--- src/rtl/uart8_pkg.sv ---
package uart8_pkg;
  localparam int ST_FERR  = 0;
  localparam int ST_OERR  = 1;
  localparam int ST_RXIE  = 2;
  localparam int ST_FULL  = 3;
  localparam int ST_ONE   = 4;
  localparam int ST_EMPTY = 5;
  localparam int ST_TXIE  = 6;
  localparam int ST_TXE   = 7;

  typedef enum logic [2:0] {
    REG_ID0, REG_ID1, REG_ID2, REG_ID3, REG_DATA, REG_STAT, REG_DIVL, REG_DIVH
  } reg_sel_e;

  typedef enum logic [1:0] {RX_IDLE, RX_START, RX_DATA, RX_STOP} rx_state_e;

  // True once the tick counter has reached the divisor.
  function automatic logic tick_due(input logic [15:0] cnt, input logic [15:0] div);
    return cnt >= div;
  endfunction
endpackage

--- src/rtl/uart8_tick.sv ---
module uart8_tick
  import uart8_pkg::*;
#(
  parameter int DIV_W = 16
) (
  input  logic             clk_i,
  input  logic             rst_ni,
  input  logic [DIV_W-1:0] div_i,
  output logic             tick_o
);
  logic [DIV_W-1:0] cnt_q;

  assign tick_o = tick_due(16'(cnt_q), 16'(div_i));

  always_ff @(posedge clk_i or negedge rst_ni) begin
    if (!rst_ni)     cnt_q <= '0;
    else if (tick_o) cnt_q <= '0;
    else             cnt_q <= cnt_q + 1'b1;
  end
endmodule

--- src/rtl/uart8_rx.sv ---
module uart8_rx
  import uart8_pkg::*;
(
  input  logic       clk_i,
  input  logic       rst_ni,
  input  logic       tick_i,
  input  logic       rxd_i,
  output logic       push_o,
  output logic       ferr_o,
  output logic [7:0] data_o
);
  logic [1:0] sync_q;
  logic       last_q;
  rx_state_e  st_q;
  logic [1:0] ph_q;
  logic [2:0] bit_q;
  logic [7:0] sh_q;
  logic       line, mid;

  assign line   = sync_q[1];
  assign mid    = tick_i && (ph_q == 2'd1);
  assign push_o = mid && (st_q == RX_STOP) && line;
  assign ferr_o = mid && (st_q == RX_STOP) && !line;
  assign data_o = sh_q;

  always_ff @(posedge clk_i or negedge rst_ni) begin
    if (!rst_ni) begin
      sync_q <= 2'b11;
      last_q <= 1'b1;
      st_q   <= RX_IDLE;
      ph_q   <= '0;
      bit_q  <= '0;
      sh_q   <= '0;
    end else begin
      sync_q <= {sync_q[0], rxd_i};
      if (tick_i) begin
        last_q <= line;
        ph_q   <= ph_q + 2'd1;
        case (st_q)
          RX_IDLE: if (last_q && !line) begin
            st_q <= RX_START;
            ph_q <= '0;
          end
          RX_START: begin
            bit_q <= '0;
            if (ph_q == 2'd1) st_q <= line ? RX_IDLE : RX_DATA;
          end
          RX_DATA: if (ph_q == 2'd1) begin
            sh_q  <= {line, sh_q[7:1]};
            bit_q <= bit_q + 3'd1;
            if (bit_q == 3'd7) st_q <= RX_STOP;
          end
          default: if (ph_q == 2'd1) st_q <= RX_IDLE;
        endcase
      end
    end
  end

  AST_STOP_AFTER_EIGHT: assert property (@(posedge clk_i) disable iff (!rst_ni)
    (st_q == RX_STOP) |-> (bit_q == 3'd0));
endmodule

--- src/rtl/uart8_rxfifo.sv ---
module uart8_rxfifo #(
  parameter int DEPTH = 4,
  parameter int W     = 8
) (
  input  logic             clk_i,
  input  logic             rst_ni,
  input  logic             push_i,
  input  logic [W-1:0]     din_i,
  input  logic             pop_i,
  output logic [W-1:0]     dout_o,
  output logic             empty_o,
  output logic             full_o,
  output logic             one_left_o,
  output logic             overrun_o
);
  localparam int CNT_W = $clog2(DEPTH + 1);
  localparam int PTR_W = (DEPTH > 1) ? $clog2(DEPTH) : 1;

  logic [W-1:0]     mem_q [DEPTH];
  logic [PTR_W-1:0] wr_q, rd_q;
  logic [CNT_W-1:0] cnt_q;
  logic             do_push, do_pop;

  assign empty_o    = (cnt_q == '0);
  assign full_o     = (cnt_q == CNT_W'(DEPTH));
  assign one_left_o = (cnt_q == CNT_W'(DEPTH - 1));
  assign do_pop     = pop_i && !empty_o;
  assign do_push    = push_i && (!full_o || do_pop);
  assign overrun_o  = push_i && !do_push;
  assign dout_o     = mem_q[rd_q];

  function automatic logic [PTR_W-1:0] wrap_inc(input logic [PTR_W-1:0] p);
    return (p == PTR_W'(DEPTH - 1)) ? '0 : p + 1'b1;
  endfunction

  always_ff @(posedge clk_i) begin
    if (do_push) mem_q[wr_q] <= din_i;
  end

  always_ff @(posedge clk_i or negedge rst_ni) begin
    if (!rst_ni) begin
      wr_q  <= '0;
      rd_q  <= '0;
      cnt_q <= '0;
    end else begin
      if (do_push) wr_q <= wrap_inc(wr_q);
      if (do_pop)  rd_q <= wrap_inc(rd_q);
      cnt_q <= cnt_q + CNT_W'(do_push) - CNT_W'(do_pop);
    end
  end

  AST_POP_WHEN_EMPTY: assert property (@(posedge clk_i) disable iff (!rst_ni)
    (pop_i && empty_o && !push_i) |=> empty_o);
  AST_FULL_DROPS: assert property (@(posedge clk_i) disable iff (!rst_ni)
    (push_i && full_o && !pop_i) |=> (full_o && $stable(wr_q)));
endmodule

--- src/rtl/uart8_tx.sv ---
module uart8_tx (
  input  logic       clk_i,
  input  logic       rst_ni,
  input  logic       tick_i,
  input  logic       wr_i,
  input  logic [7:0] din_i,
  output logic       empty_o,
  output logic       txd_o
);
  logic       hold_v_q, busy_q, txd_q;
  logic [7:0] hold_q;
  logic [8:0] sh_q;
  logic [1:0] ph_q;
  logic [3:0] cnt_q;
  logic       last_end, load;

  assign last_end = busy_q && tick_i && (ph_q == 2'd3) && (cnt_q == 4'd9);
  assign load     = tick_i && hold_v_q && (!busy_q || last_end);
  assign empty_o  = !hold_v_q;
  assign txd_o    = txd_q;

  always_ff @(posedge clk_i or negedge rst_ni) begin
    if (!rst_ni) begin
      hold_v_q <= 1'b0;
      hold_q   <= '0;
      busy_q   <= 1'b0;
      sh_q     <= '1;
      ph_q     <= '0;
      cnt_q    <= '0;
      txd_q    <= 1'b1;
    end else begin
      if (load) hold_v_q <= 1'b0;
      else if (wr_i && !hold_v_q) begin
        hold_v_q <= 1'b1;
        hold_q   <= din_i;
      end
      if (load) begin
        txd_q  <= 1'b0;
        sh_q   <= {1'b1, hold_q};
        busy_q <= 1'b1;
        ph_q   <= '0;
        cnt_q  <= '0;
      end else if (busy_q && tick_i) begin
        ph_q <= ph_q + 2'd1;
        if (ph_q == 2'd3) begin
          if (cnt_q == 4'd9) busy_q <= 1'b0;
          else begin
            txd_q <= sh_q[0];
            sh_q  <= {1'b1, sh_q[8:1]};
            cnt_q <= cnt_q + 4'd1;
          end
        end
      end
    end
  end

  AST_TX_MOVES_ON_TICK: assert property (@(posedge clk_i) disable iff (!rst_ni)
    !$stable(txd_q) |-> $past(tick_i));
  AST_HOLD_KEPT_WHEN_FULL: assert property (@(posedge clk_i) disable iff (!rst_ni)
    (wr_i && hold_v_q) |=> $stable(hold_q));
  AST_IDLE_LINE_HIGH: assert property (@(posedge clk_i) disable iff (!rst_ni)
    (!busy_q && !$past(busy_q)) |-> txd_q);
endmodule

--- src/rtl/uart8_ctrl.sv ---
module uart8_ctrl
  import uart8_pkg::*;
#(
  parameter logic [31:0] DEV_ID     = 32'h5AC3017E,
  parameter logic [15:0] DIV_RST    = 16'd26,
  parameter int          FIFO_DEPTH = 4
) (
  input  logic       clk_i,
  input  logic       rst_ni,
  input  logic       bus_req_i,
  input  logic       bus_we_i,
  input  logic [4:0] bus_addr_i,
  input  logic [7:0] bus_wdata_i,
  output logic [7:0] bus_rdata_o,
  input  logic       ser_rx_i,
  output logic       ser_tx_o,
  output logic       irq_o
);
  localparam int DIV_W = 16;

  reg_sel_e         sel;
  logic             aligned, wr, rd, wr_data, pop, st_wr;
  logic [DIV_W-1:0] div_q;
  logic             rxie_q, txie_q, ferr_q, oerr_q;
  logic             tick, rx_push, ferr_evt, ovr_evt;
  logic [7:0]       rx_byte, fifo_dout, status, rd_mux;
  logic             q_empty, q_full, q_one, tx_empty;

  assign sel     = reg_sel_e'(bus_addr_i[4:2]);
  assign aligned = (bus_addr_i[1:0] == 2'b00);
  assign wr      = bus_req_i && aligned && bus_we_i;
  assign rd      = bus_req_i && aligned && !bus_we_i;
  assign wr_data = wr && (sel == REG_DATA);
  assign st_wr   = wr && (sel == REG_STAT);
  assign pop     = rd && (sel == REG_DATA);

  uart8_tick #(.DIV_W(DIV_W)) i_tick (
    .clk_i, .rst_ni, .div_i(div_q), .tick_o(tick)
  );

  uart8_rx i_rx (
    .clk_i, .rst_ni, .tick_i(tick), .rxd_i(ser_rx_i),
    .push_o(rx_push), .ferr_o(ferr_evt), .data_o(rx_byte)
  );

  uart8_rxfifo #(.DEPTH(FIFO_DEPTH), .W(8)) i_fifo (
    .clk_i, .rst_ni, .push_i(rx_push), .din_i(rx_byte), .pop_i(pop),
    .dout_o(fifo_dout), .empty_o(q_empty), .full_o(q_full),
    .one_left_o(q_one), .overrun_o(ovr_evt)
  );

  uart8_tx i_tx (
    .clk_i, .rst_ni, .tick_i(tick), .wr_i(wr_data), .din_i(bus_wdata_i),
    .empty_o(tx_empty), .txd_o(ser_tx_o)
  );

  always_ff @(posedge clk_i or negedge rst_ni) begin
    if (!rst_ni) begin
      div_q  <= DIV_RST;
      rxie_q <= 1'b0;
      txie_q <= 1'b0;
      ferr_q <= 1'b0;
      oerr_q <= 1'b0;
    end else begin
      if (wr && sel == REG_DIVL) div_q[7:0]  <= bus_wdata_i;
      if (wr && sel == REG_DIVH) div_q[15:8] <= bus_wdata_i;
      if (st_wr) begin
        rxie_q <= bus_wdata_i[ST_RXIE];
        txie_q <= bus_wdata_i[ST_TXIE];
      end
      ferr_q <= ferr_evt || (ferr_q && !(st_wr && !bus_wdata_i[ST_FERR]));
      oerr_q <= ovr_evt  || (oerr_q && !(st_wr && !bus_wdata_i[ST_OERR]));
    end
  end

  always_comb begin
    status           = '0;
    status[ST_FERR]  = ferr_q;
    status[ST_OERR]  = oerr_q;
    status[ST_RXIE]  = rxie_q;
    status[ST_FULL]  = q_full;
    status[ST_ONE]   = q_one;
    status[ST_EMPTY] = q_empty;
    status[ST_TXIE]  = txie_q;
    status[ST_TXE]   = tx_empty;
  end

  always_comb begin
    case (sel)
      REG_ID0:  rd_mux = DEV_ID[7:0];
      REG_ID1:  rd_mux = DEV_ID[15:8];
      REG_ID2:  rd_mux = DEV_ID[23:16];
      REG_ID3:  rd_mux = DEV_ID[31:24];
      REG_DATA: rd_mux = fifo_dout;
      REG_STAT: rd_mux = status;
      REG_DIVL: rd_mux = div_q[7:0];
      default:  rd_mux = div_q[15:8];
    endcase
  end

  assign bus_rdata_o = aligned ? rd_mux : 8'h00;
  assign irq_o = (rxie_q && (!q_empty || ferr_q || oerr_q)) || (txie_q && tx_empty);

  AST_FERR_STICKY: assert property (@(posedge clk_i) disable iff (!rst_ni)
    (ferr_q && !(st_wr && !bus_wdata_i[ST_FERR])) |=> ferr_q);
  AST_FERR_SETS: assert property (@(posedge clk_i) disable iff (!rst_ni)
    ferr_evt |=> ferr_q);
  AST_OVERRUN_SETS: assert property (@(posedge clk_i) disable iff (!rst_ni)
    ovr_evt |=> oerr_q);
  AST_IRQ_TX_SIDE: assert property (@(posedge clk_i) disable iff (!rst_ni)
    (txie_q && tx_empty) |-> irq_o);
  AST_STATUS_WR_KEEPS_TX: assert property (@(posedge clk_i) disable iff (!rst_ni)
    (st_wr && !tick) |=> $stable(tx_empty));
endmodule

--- config.mk ---
export PLATFORM = sky130hd
export DESIGN_NAME = uart8_ctrl
export DESIGN_NICKNAME = d
export VERILOG_FILES = /design/src/rtl/uart8_pkg.sv /design/src/rtl/uart8_tick.sv /design/src/rtl/uart8_rx.sv /design/src/rtl/uart8_rxfifo.sv /design/src/rtl/uart8_tx.sv /design/src/rtl/uart8_ctrl.sv
export SDC_FILE = /design/constraint.sdc
export NUM_CORES = 1
export LEC_CHECK = 0
export ABC_AREA = 0
export CORE_AREA = 3 3 113 115
export DETAILED_ROUTE_END_ITERATION = 8
export DIE_AREA = 0 0 116 118
export GPL_ROUTABILITY_DRIVEN = 0
export PLACE_DENSITY = 0.73
export SYNTH_ARGS = -nofsm -noshare
export SYNTH_HDL_FRONTEND = slang
export SYNTH_HIERARCHICAL = 1
export SYNTH_SLANG_ARGS = --single-unit
--- constraint.sdc ---
create_clock -name clk_i -period 8 [get_ports clk_i]
set_input_delay 1.2 -clock clk_i [delete_from_list [all_inputs] [get_ports clk_i]]
set_output_delay 1.2 -clock clk_i [all_outputs]
set_load 0.03 [all_outputs]
# Word level (Yosys, flattened, before mapping)

Memories as Yosys holds them, arrays and structs flattened.
Cells that the tools add are included.

Flip-flop bits (word level): 87
Memory bits (writable): 32
Input port bits: 18
Output and inout bits: 10
Logic and storage cells: 158
Memories: 1

Memories:

| memory       | depth | bits a word | rd ports | clocked after memory_dff | write ports | RTL line           | RTL |
|---|---|---|---|---|---|---|---|
| i_fifo.mem_q | 4     | 8           | 1        | 0                        | 1           | uart8_rxfifo.sv:19 | `logic [W-1:0] mem_q [DEPTH];` |

$add $sub $neg: 9
$lt $le $gt $ge: 1
Equal/unequal tests: 23
Mux-type cells: 38
Bitwise operators: 1
Reduce and logical (&&, ||, !) cells: 62

Operator list:

| operator                                      | number |
|---|---|
| one-hot mux 8 bit (7 select lines)            | 1 |
| 2-to-1 mux 9 bit                              | 4 |
| logical AND 1 bit                             | 28 |
| 2-to-1 mux 2 bit                              | 12 |
| == test 3 bit, second input constant          | 6 |
| adder 16 x 1 -> 16 bit, second input constant | 1 |
| greater-or-equal comparator 16 bit            | 1 |
| 2-to-1 mux 16 bit                             | 1 |
| 2-to-1 mux 4 bit                              | 4 |
| 2-to-1 mux 1 bit                              | 12 |
| AND reduction 3 bit                           | 4 |
| nonzero test 2 bit                            | 6 |
| logical NOT 1 bit                             | 11 |
| == test 2 bit, second input constant          | 5 |
| != test 2 x 1 -> 1 bit, second input constant | 5 |
| == test 3 x 2 -> 1 bit, second input constant | 3 |
| adder 2 x 1 -> 2 bit, second input constant   | 4 |
| 2-to-1 mux 8 bit                              | 1 |
| logical OR 1 bit                              | 7 |
| logical NOT 3 bit                             | 2 |
| one-hot mux 2 bit (3 select lines)            | 1 |
| one-hot mux 3 bit (2 select lines)            | 1 |
| AND reduction 6 bit                           | 1 |
| adder 4 x 1 -> 4 bit, second input constant   | 1 |
| other kinds (10)                              | 12 |

# Longest topological paths before layout

Depth after elaboration: 10
Gate-level depth with buffers: 15
Mapped depth without buffers: 15

# Hierarchy

Netlist, hierarchy kept.

By module, submodules not included:

| module       | times used | cells each | area each (um^2) | sequential area each (um^2) |
|---|---|---|---|---|
| uart8_rxfifo | 1          | 82         | 1,610.3          | 1,136.1 |
| uart8_tick   | 1          | 130        | 1,260.0          | 400.4 |
| uart8_tx     | 1          | 100        | 1,206.2          | 636.9 |
| uart8_ctrl   | 1          | 109        | 1,198.6          | 504.2 |
| uart8_rx     | 1          | 65         | 842.1            | 454.2 |

# Least setup slack after synthesis

No wires, ideal clock.

Path kind: input to output
From: in bus_addr_i[2]
To: out bus_rdata_o[1]
Arrival time: 3,165 ps
Required time: 6,800 ps
Path slack: 3,635 ps
Stages: 4
Path buffers: 2
Cell sequence: buf_2 > buf_4 > nor2_1 > a2111oi_0

Word-level cells in the longest chain between the ends: 3
Elaborated cells between the ends (all ways): 9
Those cells by class: eq/ne (6); mux (2); reduce/logical (1)

Ends and longest elaborated chain:

| what                                        | RTL line          | RTL |
|---|---|---|
| start, declared                             | uart8_ctrl.sv:12  | `input logic [4:0] bus_addr_i,` |
| == test 3 bit, or another cell as far along | uart8_ctrl.sv:89  | `case (sel)` |
| one-hot mux 8 bit (7 select lines) (*)      | uart8_ctrl.sv:89  |  |
| 2-to-1 mux 8 bit (*)                        | uart8_ctrl.sv:101 | `assign bus_rdata_o = aligned ? rd_mux : 8'h00;` |
| end, declared                               | uart8_ctrl.sv:14  | `output logic [7:0] bus_rdata_o,` |

Mark *: on every way between the ends. The rest lies on a longest branch, timed or not.

# Final worst setup path

From: in bus_addr_i[3]
To: out bus_rdata_o[6]

Same word-level chain as after synthesis.

==> impl_metrics.env <==
export IMPL_cp_required_ps=6800
export IMPL_route_vias_total=3898
export IMPL_yosysUniqueCellTypes=74
export IMPL_worstPathMaxFanout=18
export IMPL_drv_cap=0
export IMPL_drive_gt1_share_pct=25.7
export IMPL_drc=0
export IMPL_clk_pin_slew_ps=50
export IMPL_dp_slack_ps=3150
export IMPL_synthesis_instances=486
export IMPL_start_util_pct=51.4
export IMPL_drt_wl_total_um=12100
export IMPL_setup_slack_ps=3100
export IMPL_tightest_slew_ps=923
export IMPL_setup_worst_path_start_class="primary input"
export IMPL_grt_pass1_wl_um=20500
export IMPL_cts_sinks=118
export IMPL_htreeDepth=4
export IMPL_core_region_area_mm2=0.0119
export IMPL_synth_avg_cell_area_um2=12.6
export IMPL_grt_max_degree=69
export IMPL_drt_iter0_markers=166
export IMPL_min_period_ps=4900
export IMPL_fin_tns_setup_ps=0
export IMPL_slew_headroom_pct=38.5
export IMPL_routedWlPerCell_um=17.9
export IMPL_firstDrtPassIters=5
export IMPL_p_leak_uw=0.00284
export IMPL_synth_edf_count=32
export IMPL_dp_hpwl_um=8500
export IMPL_hold_class="flip-flop to flip-flop"
export IMPL_period_share_pct=61.2
export IMPL_die_x_um=116
export IMPL_cts_made_buffers=17
export IMPL_die_area_mm2=0.0137
export IMPL_die_h_um=118
export IMPL_cp_end_kind="output port"
export IMPL_synth_seq_cells=118
export IMPL_syn_to_final_growth_pct=14.6
export IMPL_fin_skew_ps=6.67
export IMPL_fmax_mhz=204
export IMPL_holdWs_ps=354
export IMPL_antenna_found_initial=0
export IMPL_power_density_mw_per_mm2=278
export IMPL_cts_resized=0
export IMPL_final_hold_viol_count=0
export IMPL_post_cts_setup_buffers=0
export IMPL_final_common_cell="dfrtp_1"
export IMPL_portBuffers=27
export IMPL_final_cell_mix="dfrtp_1 (71), inv_1 (36), mux2_2 (33)"
export IMPL_crit_type="primary input to output port"
export IMPL_cts_tree="done"
export IMPL_synth_area_mm2=0.00612
export IMPL_maxSlewViolCount=0
export IMPL_num_rows=40
export IMPL_insertion_delay_ps=410
export IMPL_ir_worst_vdd_mv=0.152
export IMPL_synth_net_count=534
export IMPL_grt_pass1_vias=4016
export IMPL_cts_max_path_buffers=2
export IMPL_rsz0062_at_grt="false"
export IMPL_synth_ff_type="dfrtp_1"
export IMPL_avgViaCountPerCell=5.76
export IMPL_io_pins=28
export IMPL_grt_usage_pct=19.8
export IMPL_cts_root_buf="clkbuf_16"
export IMPL_overflow=0
export IMPL_status="completed"
export IMPL_n_antenna_cell=0
export IMPL_postRouteAntennaNets=0
export IMPL_yosys_warnings=6
export IMPL_yosysSeqAreaShare_pct=51.2
export IMPL_worstPathArrival_ps=3700
export IMPL_setup_viol=0
export IMPL_cts_hold_buf=0
export IMPL_synthArstFlopShare_pct=72.9
export IMPL_nNetsFinal=565
==> routing by layer <==
| metal | up-vias | part of all wire (%) | global-route usage (%) |
|---|---|---|---|
| met1 | 1954 | 43 | 24.8 |
| met4 | 0 | 2.0 | 8.63 |
| met3 | 19 | 3.9 | 5.96 |
| met2 | 73 | 51 | 31.4 |
| met5 | - | 0 | 0 |
| li1 | 1852 | - | - |
==> per-stage QoR <==
stage / util, % / area (um^2) / instances / total power [uW]
2_1_floorplan: - / 6120 / 486 / 1170
3_3_place_gp: 54.4 / 6480 / 645 / 1260
3_5_place_dp: 54.4 / 6480 / 645 / 1280
4_1_cts: 58.8 / 7010 / 677 / 1970
5_1_grt: 58.8 / 7010 / 677 / 2070
6_report: 58.8 / 7010 / 677 / 1950
==> registers in the layout, indices dropped and copies added (netlist names), 2 cells and up <==
register / flops
i_fifo/cnt_q: 3
i_rx/st_q: 2
i_tx/cnt_q: 4
i_rx/bit_q: 3
i_tx/ph_q: 2
i_tx/hold_q: 8
i_fifo/wr_q: 2
div_q: 16
i_rx/data_o: 8
i_tick/cnt_q: 16
i_fifo/mem_q: 32
i_rx/ph_q: 2
i_tx/sh_q: 8
i_rx/sync_q: 2
i_fifo/rd_q: 2
==> final cells by class <==
class / count / area [um^2]
clock buffers: 18 / 429
clock inverters: 14 / 101
fillers: 946 / 4900
inverters: 37 / 139
multi-input cells: 314 / 2740
flip-flops and latches: 118 / 3130
well taps: 147 / 184
repair buffers: 29 / 283
==> worst paths after layout <==
check	start	end	slack, ps	cells past startpoint
worst max-delay path	bus_addr_i[3]	bus_rdata_o[6]	3100	5
worst min-delay path	i_rx/sync_q[0]$_DFF_PN1_	i_rx/sync_q[1]$_DFF_PN1_	350	0
worst max register to register	div_q[15]$_DFFE_PN0P_	i_fifo/cnt_q[2]$_DFF_PN0_	3290	15
worst min register to register	i_rx/sync_q[0]$_DFF_PN1_	i_rx/sync_q[1]$_DFF_PN1_	350	0
max in group asynchronous	rst_ni	i_rx/bit_q[2]$_DFFE_PN0P_	6200	2
min in group asynchronous	rst_ni	i_tx/cnt_q[0]$_DFFE_PN0P_	660	1
==> worst max-delay path: stages <==
cell             delay [ps]
clkdlybuf4s50_1         930
nand2b_1                260
a21oi_1                  60
a2111oi_0               410
clkdlybuf4s50_1         820
==> cell families (layout without fill, tap and decap cells) <==
| kind of cell | count (synthesis) | after routing | synth area share (%) |
|---|---|---|---|
| mux | 64 | 64 | 13.7 |
| compound gates | 72 | 72 | 8.39 |
| buf+inv | 54 | 98 | 3.99 |
| simple gates | 131 | 131 | 14.0 |
| flops | 118 | 118 | 51.2 |
| xor+xnor | 17 | 17 | 2.43 |
| fa+ha+maj | 30 | 30 | 6.26 |
==> report_power, final <==
group	leakage (uW)	internal, uW	switching [uW]
combinational	0.00124	215	218
sequential	0.00134	733	107
clock	0.000251	396	279
total	0.00284	1340	604
==> synth_stat cells, drive strengths merged, types with 4 or more instances <==
cell	number	share of area, %
a21o	4	0.53
mux2i	6	0.98
mux4	8	2.9
nor3	10	1.0
and3	4	0.53
ha	29	5.9
and2	5	0.59
a21oi	15	1.4
buf	14	1.5
nand2	22	1.3
nor4	22	3.4
dfstp	15	6.4
inv	37	2.3
nor2	27	1.8
nand4	8	0.82
dfrtp	71	29
nand3	11	0.98
o21ai	18	1.5
a31oi	4	0.41
mux2	50	9.8
edfxtp	32	16
nand2b	7	0.96
xnor2	16	2.3
No activity file was read; power rests on OpenSTA's default activity.
